### config.mk
export PLATFORM = sky130hd
export DESIGN_NAME = dual_issue_packer
export DESIGN_NICKNAME = d
export VERILOG_FILES = /design/src/rtl/dual_issue_packer_pkg.sv /design/src/rtl/dip_pair_rule.sv /design/src/rtl/dip_pkt_reg.sv /design/src/rtl/dual_issue_packer.sv
export SDC_FILE = /design/constraint.sdc
export NUM_CORES = 1
export LEC_CHECK = 0
export ABC_AREA = 1
export CAP_MARGIN = 0
export CORE_UTILIZATION = 47
export CTS_CLUSTER_SIZE = 8
export DETAILED_ROUTE_END_ITERATION = 12
export PLACE_DENSITY = 0.76
export SYNTH_ARGS = -nofsm -noshare
export SYNTH_HDL_FRONTEND = slang
export SYNTH_SLANG_ARGS = --single-unit
### constraint.sdc
create_clock -name clk -period 1.3 [get_ports clk]
set_input_delay 0.13 -clock clk [delete_from_list [all_inputs] [get_ports clk]]
set_output_delay 0.13 -clock clk [all_outputs]
set_load 0.03 [all_outputs]
### src/rtl/dual_issue_packer_pkg.sv
package dual_issue_packer_pkg;

    typedef enum logic [1:0] {
        CLS_ALU = 2'b00,
        CLS_BR  = 2'b01,
        CLS_LD  = 2'b10,
        CLS_ST  = 2'b11
    } instr_cls_e;

    typedef enum logic {
        ST_EMPTY = 1'b0,
        ST_HELD  = 1'b1
    } pack_state_e;

    function automatic logic cls_is_mem(input logic [1:0] c);
        return c[1];
    endfunction

endpackage

### src/rtl/dip_pair_rule.sv
module dip_pair_rule
    import dual_issue_packer_pkg::*;
(
    input  logic [1:0] head_cls,
    input  logic       next_vld,
    input  logic [1:0] next_cls,
    output logic       pair_ok,
    output logic       head_mem
);

    logic alu_then_mem;
    logic mem_then_br;

    always_comb begin
        head_mem     = cls_is_mem(head_cls);
        // ALU first, memory op second: both lanes filled in order
        alu_then_mem = (head_cls == CLS_ALU) && cls_is_mem(next_cls);
        // memory op first, branch second: branch closes the packet
        mem_then_br  = cls_is_mem(head_cls) && (next_cls == CLS_BR);
        pair_ok      = next_vld && (alu_then_mem || mem_then_br);
    end

endmodule

### src/rtl/dip_pkt_reg.sv
module dip_pkt_reg #(
    parameter int OPW = 8
) (
    input  logic           clk,
    input  logic           rst,
    input  logic           load,
    input  logic           out_ready,
    input  logic           s0_fill,
    input  logic [OPW-1:0] s0_op,
    input  logic           s0_br,
    input  logic           s1_fill,
    input  logic [OPW-1:0] s1_op,
    input  logic           s1_st,
    output logic           out_valid,
    output logic           alu_fill,
    output logic [OPW-1:0] alu_op,
    output logic           alu_br,
    output logic           mem_fill,
    output logic [OPW-1:0] mem_op,
    output logic           mem_st
);

    localparam int LANEW = OPW + 2;

    logic [LANEW-1:0] lane0_q;
    logic [LANEW-1:0] lane1_q;
    logic             vld_q;

    always_ff @(posedge clk) begin
        if (rst) begin
            vld_q   <= 1'b0;
            lane0_q <= '0;
            lane1_q <= '0;
        end else if (load) begin
            vld_q   <= 1'b1;
            lane0_q <= {s0_fill, s0_br, s0_op};
            lane1_q <= {s1_fill, s1_st, s1_op};
        end else if (out_ready) begin
            vld_q   <= 1'b0;
            lane0_q <= '0;
            lane1_q <= '0;
        end
    end

    always_comb begin
        out_valid = vld_q;
        alu_fill  = lane0_q[LANEW-1];
        alu_br    = lane0_q[LANEW-2];
        alu_op    = lane0_q[OPW-1:0];
        mem_fill  = lane1_q[LANEW-1];
        mem_st    = lane1_q[LANEW-2];
        mem_op    = lane1_q[OPW-1:0];
    end

endmodule

### src/rtl/dual_issue_packer.sv
module dual_issue_packer
    import dual_issue_packer_pkg::*;
#(
    parameter int OPW = 8
) (
    input  logic           clk,
    input  logic           rst,
    input  logic           in_valid,
    output logic           in_ready,
    input  logic [1:0]     in_cls,
    input  logic [OPW-1:0] in_op,
    output logic           out_valid,
    input  logic           out_ready,
    output logic           alu_fill,
    output logic [OPW-1:0] alu_op,
    output logic           alu_br,
    output logic           mem_fill,
    output logic [OPW-1:0] mem_op,
    output logic           mem_st
);

    pack_state_e    state_q, state_d;
    logic [1:0]     held_cls;
    logic [OPW-1:0] held_op;
    logic           can_load;
    logic           buf_load;
    logic           pkt_load;
    logic           pair_ok;
    logic           head_mem;
    logic           take_pair;

    logic           s0_fill, s0_br, s1_fill, s1_st;
    logic [OPW-1:0] s0_op, s1_op;

    assign can_load = !out_valid || out_ready;

    dip_pair_rule i_rule (
        .head_cls (held_cls),
        .next_vld (in_valid),
        .next_cls (in_cls),
        .pair_ok  (pair_ok),
        .head_mem (head_mem)
    );

    // state register
    always_ff @(posedge clk) begin
        if (rst) begin
            state_q <= ST_EMPTY;
        end else begin
            state_q <= state_d;
        end
    end

    // holding buffer
    always_ff @(posedge clk) begin
        if (rst) begin
            held_cls <= '0;
            held_op  <= '0;
        end else if (buf_load) begin
            held_cls <= in_cls;
            held_op  <= in_op;
        end
    end

    // transitions
    always_comb begin
        state_d   = state_q;
        buf_load  = 1'b0;
        pkt_load  = 1'b0;
        take_pair = 1'b0;
        in_ready  = 1'b0;
        unique case (state_q)
            ST_EMPTY: begin
                in_ready = 1'b1;
                if (in_valid) begin          // T_FILL
                    buf_load = 1'b1;
                    state_d  = ST_HELD;
                end
            end
            ST_HELD: begin
                in_ready = can_load;
                if (can_load) begin
                    pkt_load = 1'b1;
                    if (pair_ok) begin       // T_PAIR
                        take_pair = 1'b1;
                        state_d   = ST_EMPTY;
                    end else if (in_valid) begin  // T_SHIFT
                        buf_load = 1'b1;
                        state_d  = ST_HELD;
                    end else begin           // T_FLUSH
                        state_d = ST_EMPTY;
                    end
                end
            end
            default: state_d = ST_EMPTY;
        endcase
    end

    // lane contents
    always_comb begin
        s0_fill = 1'b0;
        s0_op   = '0;
        s0_br   = 1'b0;
        s1_fill = 1'b0;
        s1_op   = '0;
        s1_st   = 1'b0;
        if (head_mem) begin
            s1_fill = 1'b1;
            s1_op   = held_op;
            s1_st   = (held_cls == CLS_ST);
            if (take_pair) begin
                s0_fill = 1'b1;
                s0_op   = in_op;
                s0_br   = 1'b1;
            end
        end else begin
            s0_fill = 1'b1;
            s0_op   = held_op;
            s0_br   = (held_cls == CLS_BR);
            if (take_pair) begin
                s1_fill = 1'b1;
                s1_op   = in_op;
                s1_st   = (in_cls == CLS_ST);
            end
        end
    end

    dip_pkt_reg #(.OPW(OPW)) i_pkt (
        .clk       (clk),
        .rst       (rst),
        .load      (pkt_load),
        .out_ready (out_ready),
        .s0_fill   (s0_fill),
        .s0_op     (s0_op),
        .s0_br     (s0_br),
        .s1_fill   (s1_fill),
        .s1_op     (s1_op),
        .s1_st     (s1_st),
        .out_valid (out_valid),
        .alu_fill  (alu_fill),
        .alu_op    (alu_op),
        .alu_br    (alu_br),
        .mem_fill  (mem_fill),
        .mem_op    (mem_op),
        .mem_st    (mem_st)
    );

endmodule

==> qor.csv <==
stage,metric,value,unit
yosys,"Avg Cell Area, Syn",6.46,sq um
run_status,outcome,completed,
die,DIE WIDTH,58.9,um
yosys,Cells after Synth,236,
flow_run,max-cap violations,0,
timing,hold_ws,0.426,ns
yosys,number of flops mapped to enable cells by yosys,0,
yosys,largest cells by area after synthesis,"dfxtp_1 42%, nand2_1 18%, a21oi_1 10%",
global_route,vias in the first global route,1353,
clocking,H-Tree Level Count,2,
critical_path,kind of critical path,register to output port,
routing,routed vias/inst,4.77,
critical_path,worst-path fanout max,3,
yosys,"Top FF cell, synth",dfxtp_1,
placed_design,Port Buffers,35,
power,pwr dens,1010,mW/mm^2
critical_path,CP Data Required Time,1.17,ns
critical_path,"Arr. time, crit path",1.12,ns
critical_path,Critical-path top delay cell,dfxtp_2,
yosys,Synth Register Bits,32,
global_route,gr ovfl total,0,
clocking,Clock Latency Late Sink,0.33,ns
yosys,"Distinct cells, synth",16,
clocking,CTS tree,built,
yosys,top-count cell post-synth,nand2_1,
power,maximum vdd drop,0.882,mV
critical_path,worst-path cell chain,"nand2_4, buf_6, inv_2, nand2_2, buf_6",
clocking,Max clock buf depth,2,
die,Die H,58.9,um
timing,Final Critical Period,1.25,ns
global_route,largest net degree at the start of global routing,21,
timing,Slew @ Worst Pin,0.354,ns
die,Die ar.,0.00347,sq mm
timing,final hold violations,0,
timing,setup TNS,0,ns
layout,Util after Layout,67.9,%
yosys,Synth area leader,dfxtp_1,
global_route,GR Util All Layers,21.8,%
yosys,Post-Syn Nets,250,
die,Initial Utilization,49.9,%
layout,# diodes,0,
critical_path,CP Capture Type,output port,
critical_path,Setup crit start kind,register,
global_route,first-pass GRT wire length,5670,um
routing,TritonRoute pass-1 iters,4,
routing,ANT nets after route,0,
yosys,post-synthesis sequential area ratio,42.0,%
timing,f_max,0.800,GHz
worst_hold_path,HP Class,input port to register,
clocking,CTS root buf,clkbuf_4,
timing,final period utilization,96.2,%
timing,final setup vio count,0,
yosys,post-synth top area share,42.0,%
routing,via total after detailed routing,1554,
yosys,async set-reset flop share out of synthesis,0,%
layout,area delta synth->final,36.0,%
routing,Starting DRT DRC Count,51,
critical_path,R2R Setup Slk,0.09,ns
yosys,Post-Syn Area,0.00152,sq mm
layout,final net count,296,
timing,clk_skew,0.00594,ns
clocking,Clock transition at path regs,0.10,ns
placed_design,RePlAce Congestion,0.806,
routing,DRC,0,
placed_design,Place WS,-0.172,ns
clocking,clock sinks,32,
die,row cnt,20,
placed_design,Final HPWL DP,2390,um
yosys,Synth top cells by count,"74 x nand2_1, 36 x inv_1, 32 x dfxtp_1",
critical_path,biggest cell delay along the critical path,0.37,ns
timing,Final Max Tran Viols,0,
power,Leak,1.02,nW
die,core footprint,0.00305,sq mm
layout,fraction of layout cells with a size suffix above 1,11.7,%
yosys,synth warn,0,
critical_path,most frequent cell on the critical path,buf_6,
timing,fin worst setup slack,0.0495,ns
routing,WL final,3510,um
global_route,antenna violations before repair,0,
routing,routed len/inst,10.8,um
die,Ports,36,
clocking,CTS Buf Count,5,
clocking,Hold Buf Count CTS,0,
timing,Max transition margin,76.4,%
[layout by cell type (no fill, tap or decap), types with 2 or more instances in the layout]
cell type and instances:
clkbuf_4 5, a21oi_1 31, inv_1 35, nor2_2 2, nand2_2 2, buf_6 2, nand3_1 29, nand2_1 73
buf_4 12, dfxtp_1 30, nor2_1 11, dfxtp_2 2, nor2_4 2, buf_12 3, clkdlybuf4s50_1 13, nand4_1 2
dlygate4sd2_1 21
[routing by layer]
metal	track usage (%)	vias up	wire (um)
met3	6.59	4	148
met2	38.8	36	1700
met1	25.2	690	1630
li1	-	824	-
met5	0	-	0
met4	6.12	0	27
[timing repair]
action | 4_1_cts | 5_1_grt
pin swaps | 1 | 0
setup endpoints to repair | 22 | 29
gates resized for setup | 22 | 6
setup buffers | 0 | 1
[logic make-up after synthesis]
kind of cell | Yosys count | share of synthesized area [%]
compound gates | 34 | 11.4
simple gates | 122 | 33.9
buf+inv | 48 | 12.6
flops | 32 | 42.0
[registers in the layout, indices dropped and copies added (netlist names)]
name / flops
held_op: 8
held_cls: 2
state_q: 1
i_pkt.lane0_q: 10
i_pkt.out_valid: 1
i_pkt.lane1_q: 10
[power by group]
group	total [mW]	internal, mW	switching, mW
Clock	0.538	0.199	0.339
Sequential	1.09	1.04	0.0449
Combinational	0.473	0.198	0.275
[final timing paths]
| kind | endpoint | cells past startpoint | from |
|---|---|---|---|
| setup reg to reg | i_pkt.lane0_q[4]$_SDFFE_PP0P_ | 7 | i_pkt.out_valid$_SDFFE_PP0P_ |
| hold reg to reg | i_pkt.lane0_q[8]$_SDFFE_PP0P_ | 2 | i_pkt.lane0_q[8]$_SDFFE_PP0P_ |
| setup / recovery | in_ready | 5 | i_pkt.out_valid$_SDFFE_PP0P_ |
| hold / removal | i_pkt.lane1_q[6]$_SDFFE_PP0P_ | 3 | in_op[6] |
[metrics by stage]
| stage | std cells | power, mW | area, sq um |
|---|---|---|---|
| after floorplan | 236 | 1.38 | 1530 |
| after global placement | 318 | 1.58 | 2030 |
| after detailed placement | 318 | 1.58 | 2030 |
| after CTS | 325 | 2.10 | 2050 |
| after global routing | 326 | 2.21 | 2070 |
| final | 326 | 2.10 | 2070 |
[critical path: cells and delay by family, from the launching register on]
kind                   cells  cell delay (ns)
flip-flops                 1             0.37
buffers and inverters      3             0.29
AND/OR/NAND/NOR            2             0.12
[layout make-up]
cell class / count / area, sq um
Clock buffer: 6 / 41.3
Tap cell: 44 / 55.1
Multi-Input combinational cell: 156 / 706
Timing Repair Buffer: 51 / 487
Sequential cell: 32 / 643
Clock inverter: 1 / 5.00
Inverter: 36 / 135
Fill cell: 307 / 981
No activity file was read; power rests on OpenSTA's default activity.
